[config.mk]
export PLATFORM = sky130hd
export DESIGN_NAME = ifetch_queue
export DESIGN_NICKNAME = d
export VERILOG_FILES = /design/src/rtl/ifetch_queue.sv
export SDC_FILE = /design/constraint.sdc
export NUM_CORES = 1
export LEC_CHECK = 0
export BUFFER_PORTS_ARGS = -buffer_cell sky130_fd_sc_hd__buf_2
export CAP_MARGIN = 20
export CELL_PAD_IN_SITES_DETAIL_PLACEMENT = 0
export CELL_PAD_IN_SITES_GLOBAL_PLACEMENT = 2
export CORE_MARGIN = 2
export CORE_UTILIZATION = 39
export DETAILED_ROUTE_END_ITERATION = 7
export PLACE_DENSITY = 0.78
export SLEW_MARGIN = 15
export SYNTH_ARGS = -nofsm -noshare
export SYNTH_HDL_FRONTEND = slang
export SYNTH_SLANG_ARGS = --single-unit
[constraint.sdc]
create_clock -name clk -period 5.25 [get_ports clk]
set_input_delay 0.525 -clock clk [delete_from_list [all_inputs] [get_ports clk]]
set_output_delay 0.525 -clock clk [all_outputs]
set_load 0.03 [all_outputs]
[src/rtl/ifetch_queue.sv]
module ifetch_queue #(
  parameter int ADDR_W = 32,
  parameter int QBYTES = 16
) (
  input  logic                         clk,
  input  logic                         rst_n,
  input  logic                         flush,
  input  logic [ADDR_W-1:0]            flush_addr,
  input  logic                         data_req,
  output logic                         bus_req,
  output logic [ADDR_W-1:0]            bus_addr,
  input  logic                         bus_gnt,
  input  logic                         bus_rvalid,
  input  logic [31:0]                  bus_rdata,
  output logic [7:0]                   dec_byte,
  output logic                         dec_valid,
  input  logic                         dec_ready,
  output logic [$clog2(QBYTES+1)-1:0]  q_count
);
  localparam int PW = $clog2(QBYTES);
  localparam int CW = $clog2(QBYTES+1);
  localparam logic [CW-1:0] ROOM = CW'(QBYTES - 4);

  logic [7:0]        qmem [QBYTES];
  logic [PW-1:0]     rd_p, wr_p;
  logic [CW-1:0]     cnt;
  logic [ADDR_W-1:0] fa;
  logic              pend, stale;
  logic [1:0]        skip;

  wire       accept = bus_rvalid && pend && !stale && !flush;
  wire [2:0] wr_n   = accept ? (3'd4 - {1'b0, skip}) : 3'd0;
  wire       pop    = dec_valid && dec_ready && !flush;
  wire       grant  = bus_req && bus_gnt;

  assign bus_req   = rst_n && !data_req && !flush && !pend && (cnt <= ROOM);
  assign bus_addr  = fa;
  assign dec_valid = (cnt != '0);
  assign dec_byte  = qmem[rd_p];
  assign q_count   = cnt;

  always_ff @(posedge clk) begin
    if (!rst_n) begin
      rd_p  <= '0;
      wr_p  <= '0;
      cnt   <= '0;
      fa    <= '0;
      pend  <= 1'b0;
      stale <= 1'b0;
      skip  <= 2'd0;
    end else if (flush) begin
      rd_p  <= '0;
      wr_p  <= '0;
      cnt   <= '0;
      fa    <= {flush_addr[ADDR_W-1:2], 2'b00};
      skip  <= flush_addr[1:0];
      pend  <= pend && !bus_rvalid;
      stale <= pend && !bus_rvalid;
    end else begin
      if (grant) begin
        fa   <= fa + ADDR_W'(4);
        pend <= 1'b1;
      end
      if (bus_rvalid) begin
        pend  <= 1'b0;
        stale <= 1'b0;
      end
      if (accept) skip <= 2'd0;
      wr_p <= wr_p + PW'(wr_n);
      rd_p <= rd_p + PW'(pop);
      cnt  <= cnt + CW'(wr_n) - CW'(pop);
    end
  end

  always_ff @(posedge clk) begin
    if (accept) begin
      for (int i = 0; i < 4; i++) begin
        if (i >= int'(skip))
          qmem[wr_p + PW'(i - int'(skip))] <= bus_rdata[8*i +: 8];
      end
    end
  end

  assert_reset_idle_R1: assert property (@(posedge clk)
    !rst_n |=> (q_count == '0) && !dec_valid);
  assert_data_first_R2: assert property (@(posedge clk) disable iff (!rst_n)
    data_req |-> !bus_req);
  assert_room_R3: assert property (@(posedge clk) disable iff (!rst_n)
    bus_req |-> (q_count <= ROOM));
  assert_aligned_R4: assert property (@(posedge clk) disable iff (!rst_n)
    bus_addr[1:0] == 2'b00);
  assert_step_R4: assert property (@(posedge clk) disable iff (!rst_n)
    (bus_req && bus_gnt) |=> (bus_addr == $past(bus_addr) + ADDR_W'(4)));
  assert_no_overflow_R6: assert property (@(posedge clk) disable iff (!rst_n)
    q_count <= CW'(QBYTES));
  assert_flush_empty_R7: assert property (@(posedge clk) disable iff (!rst_n)
    flush |=> (q_count == '0) && !dec_valid);
  assert_stale_drop_R8: assert property (@(posedge clk) disable iff (!rst_n)
    (bus_rvalid && stale && !dec_ready) |=> (q_count <= $past(q_count)));
  assert_pop_one_R10: assert property (@(posedge clk) disable iff (!rst_n)
    (dec_valid && dec_ready && !flush && !bus_rvalid) |=> (q_count == $past(q_count) - CW'(1)));
  assert_valid_count_R11: assert property (@(posedge clk) disable iff (!rst_n)
    dec_valid == (q_count != '0));
endmodule

# Word-level counts from Yosys, hierarchy flattened
# Memory sizes are Yosys's and may differ from the RTL's. A register that Yosys moved wholly into a read port is not among the register bits.
# Index checks and enable logic that the tools add are counted.
[classes] magnitude_cmp=4 mux=22 reduce_logical=22 bitwise_logic=1 addsub=14
[ops] cell="$mux W32" count=2
[ops] cell="$add A32 B3 Y32 const B" count=1
[ops] cell="$add A4 B4 Y4" count=4
[ops] cell="$mux W1" count=16
[ops] cell="$logic_and A1 B1 Y1" count=11
[ops] cell="$reduce_bool A2 Y1" count=3
[ops] cell="$sub A1 B2 Y3 const A" count=2
[ops] cell="$sub A2 B2 Y3 const A" count=2
[ops] cell="$add A5 B3 Y5" count=1
[ops] cell="$le A5 B4 Y1 const B" count=1
[ops] cell="$logic_not A1 Y1" count=5
[ops] cell="$reduce_bool A5 Y1" count=1
[ops] cell="$sub A5 B1 Y5" count=1
[ops] cell="$add A4 B1 Y4" count=1
[ops] cell="$add A4 B3 Y4" count=1
[ops] cell="$ge A1 B2 Y1 const A" count=2
[ops] cell="$mux W2" count=2
[ops] cell="$mux W4" count=1
[ops] cell="$mux W3" count=1
[ops] cell="$reduce_bool A3 Y1" count=1
[ops] cell="$sub A3 B2 Y3 const A" count=1
[ops] cell="$ge A2 B2 Y1 const A" count=1
[ops] cell="$reduce_or A2 Y1" count=1
[ops] cell="$not A1 Y1" count=1
[totals] output_inout_bits=47 n_memories=1 word_cells=72 mem_bits_rw=128 register_bits=49 input_bits=71
[mem_list] memory="qmem" words=16 width=8 rd=1 rd_ports_with_merged_regs=1 wr=4 line="24" rtl="logic [7:0] qmem [QBYTES];"

# Logic depth before layout (Yosys ltp)
[depth] depth_word=9 mapped_depth=13 ltp_nobuf=11

# Least setup slack after synthesis
# OpenSTA, ideal clock, no wires.
[synth_path] path_type="flip-flop to flip-flop" from="register skip[1]" to="memory qmem[8][0], enable pin" path_slack_ps=1587 setup_time_ps=404 period_less_slack_ps=3663 t_arrival_ps=3259 n_path_buf=3 path_stages_with_launch=10 required_time_ps=4846 cell_sequence="dfxtp_1 buf_2 inv_1 ha_1 fa_1 nor2b_1 nand2_1 buf_2 buf_1 o311ai_0"
[synth_rtl] element="start: declaration" line="29" rtl="logic [1:0] skip;"
[synth_rtl] element="start signal: assignment" line="56" rtl="skip <= flush_addr[1:0];"
[synth_rtl] element="end: declaration" line="24"

==> key figures <==
Routing
  – Drt first pass iters: 8
  – Via count: ~13000
  – Met3 Wirelength: 7170 µm
  – DRC Markers: 0
  – Final WL: between 50000 and 60000 µm
  – Routed vias/inst: between 6 and 7
  – WL met2: approximately 24000 µm
  – Uppermost layer routed: met4
  – Final antenna-violating net count: 0
  – WL met1: between 20000 and 25000 µm
  – Initial detailed-routing violation count: approximately 2100
  – Routed wire per std cell: between 30 and 40 µm

Logic synthesis
  – Ys async rst share: 0%
  – Synth Register Bits: roughly 180
  – Syn avg cell area: 9.54 µm²
  – Top cell type's share of synthesized area: 29.4%
  – Sequential element share of the synthesized area: roughly 37%
  – Post-synth EDFFs: about 130
  – Ys flop type: edfxtp_1
  – Synth Warn #: 0
  – Post-Syn Area: between 10000 and 15000 µm²
  – Netlist cell types: 85
  – Area leader, netlist: edfxtp_1
  – Synth area leaders: edfxtp_1 (29%), dfxtp_1 (7.2%), mux4_2 (6.9%)
  – Post-Syn Instances: 1372

Power
  – Maximum vdd drop: around 0.25 mV
  – Cell Pwr Density: between 200 and 250 nW/µm²
  – Leak: 5.20 nW

Clocking
  – Clk_lat worst skew: around 460 ps
  – # Post-CTS Setup Buffers: 0
  – Clk pin slew, worst setup/hold paths: roughly 70 ps
  – Max clock buf depth: 2
  – Clock sink total: 175
  – CTS buffer count: 17
  – H-tree depth: 4
  – Clock root cell: clkbuf_16
  – CTS tree: yes
  – Post-CTS Hold Buffers: 0
  – CTS resizes: 0

Worst setup path
  – CP startpoint kind: register
  – CP Data Required Time: ~5300 ps
  – CP Capture Type: register
  – Chain of cells forming the critical path: inv_1 -> ha_1 -> fa_1 -> nor2b_1 -> nand2_1 -> buf_4 -> nor3_1 -> a21oi_1 -> nand3_1
  – Setup Crit Path Kind: register to register
  – Critical path data arrival time: roughly 4400 ps
  – CP max FO: 15
  – Worst path max stage delay: 570 ps
  – Largest delay share family, worst path: simple AND/OR/NAND/NOR gates
  – CP Buf/Inv Count: 2
  – CP max-delay cell: dfxtp_1

STA
  – Setup Skew: ~15 ps
  – Fmax: roughly 230 MHz
  – RSZ-0062 raised after global routing: no
  – Final worst-path cycle share: between 80 and 90%
  – Final setup viols: 0
  – Worst-Margin Slew: 1010 ps
  – Max Slew Vio Count: 0
  – Worst hold margin: about 300 ps
  – Fin Setup TNS: 0 ps
  – Relative slew margins: between 30% and 40%
  – Final Critical Period: 4310 ps
  – Final hold vios: 0

GRT
  – Largest net degree at the start of global routing: 41
  – GRT Total Usage: 32.4%
  – Total grt overflow: 0
  – Initial antenna violation count: 0
  – Vias in the first global route: between 10000 and 15000
  – First-pass GRT wire length: 83700 µm

Run status
  – Status: finished clean

Layout
  – Final instance area: roughly 15000 µm²
  – Nets: roughly 1500
  – Layout cells sized above 1: 19.0%
  – Area Growth Syn to Fin: 11.3%

Floorplanning
  – IO Count: 118
  – Initial Util: about two fifths
  – Chip height: ~190 µm
  – Core area: 33300 µm²
  – Chip width: about 190 µm
  – Die area: 35000 µm²
  – Num rows: 67

Placement
  – Post-DP HPWL: between 30000 and 40000 µm
  – Cell area after placement: 14000 µm²
  – Global placement routability congestion: ~1
  – I/O Buffers: around 120

Worst hold path
  – Class of the worst hold path: primary input to register

Flow run
  – Max-Cap Viols: 0
[cells in the mapped netlist, types with 26 or more instances]
| master | number |
|---|---|
| mux2i_1 | 75 |
| o21ai_0 | 37 |
| nor3_1 | 27 |
| a31oi_1 | 29 |
| nand3_1 | 47 |
| nand2_1 | 144 |
| dfxtp_1 | 47 |
| clkbuf_1 | 83 |
| edfxtp_1 | 128 |
| o22ai_1 | 32 |
| a222oi_1 | 28 |
| nor2_1 | 96 |
| inv_1 | 35 |
| a21oi_1 | 113 |
| mux4_2 | 40 |
| a221oi_1 | 43 |
| ha_1 | 26 |
| o32ai_1 | 63 |
[layout make-up]
type,instances,area [µm²]
flip-flops and latches,175,4790
inverters,35,131
clock inverters,14,156
diodes,1,2.50
clock buffers,18,429
well taps,448,561
multi-input cells,1035,7660
repair buffers,149,838
fillers,3322,18700
[per-stage QoR]
| stage | cells | worst slack, ps | total power, mW | util (%) |
|---|---|---|---|---|
| floorplan | 1373 | 1590 | 1.87 | - |
| global placement | 1840 | 1230 | 2.06 | 41.9 |
| detailed placement | 1840 | 1080 | 2.06 | 41.9 |
| CTS | 1872 | 1050 | 3.36 | 43.7 |
| global route | 1874 | 702 | 3.46 | 43.7 |
| finish | 1875 | 937 | 3.36 | 43.8 |
[state kept, by name, summed over array words and instances (netlist names)]
register / count
skip: 2
pend: 1
qmem: 128
bus_addr: 30
rd_p: 4
q_count: 5
stale: 1
wr_p: 4
[path summary, 6_finish.rpt]
check | startpoint | to | cells past startpoint | slack, ps
worst max-delay path | skip[1]$_SDFFE_PN0P_ | qmem[5][1]$_DFFE_PP_ | 9 | 940
worst min-delay path | flush_addr[23] | bus_addr[23]$_SDFFE_PN0P_ | 3 | 300
worst max register to register | skip[1]$_SDFFE_PN0P_ | qmem[5][1]$_DFFE_PP_ | 9 | 940
worst min register to register | bus_addr[31]$_SDFFE_PN0P_ | bus_addr[31]$_SDFFE_PN0P_ | 1 | 510
[power by group]
part / leakage, nW / switching, mW / internal, mW
logic: 3.37 / 0.360 / 0.158
registers: 1.53 / 0.0299 / 1.50
clock network: 0.288 / 0.603 / 0.710
total: 5.20 / 0.992 / 2.37
[placed cells by master (no fill, tap or decap), types with 7 or more instances in the layout]
master	instances
nor2b_1	7
a222oi_1	28
nand2_1	144
and3_1	12
xor2_1	12
a21oi_1	113
mux2i_1	75
buf_4	32
a221oi_1	43
o21ai_0	37
edfxtp_1	128
nand3_1	47
o32ai_1	63
buf_2	115
a31oi_1	29
inv_1	35
dfxtp_1	46
a32oi_1	11
clkbuf_16	17
xnor2_1	11
a22o_1	7
nor3_1	27
ha_1	26
o2bb2ai_1	20
and2_1	16
a21o_1	7
nor2_1	95
o22ai_1	32
mux4_2	40
[layer usage]
layer | up-vias | global-route usage [%]
li1 | 5497 | -
met1 | 6142 | 45.1
met2 | 886 | 47.4
met3 | 151 | 9.04
met4 | 0 | 13.2
met5 | - | 0
[worst min-delay path, stage by stage]
cell and delay (ps):
buf_2 70, mux2i_1 50, nor2_1 70
[kinds of logic after synthesis]
group / Yosys count / share of synthesized area (%)
AOI/OAI and AO/OA: 443 / 24.6
xor gates and xnor gates: 25 / 1.84
adders and majority gates: 32 / 3.40
buffers and inverters: 163 / 4.96
DFF: 175 / 36.6
muxes: 119 / 13.0
other: 1 / 0.0287
and+or+nand+nor: 414 / 15.6
(Power assumes the default switching activity.)
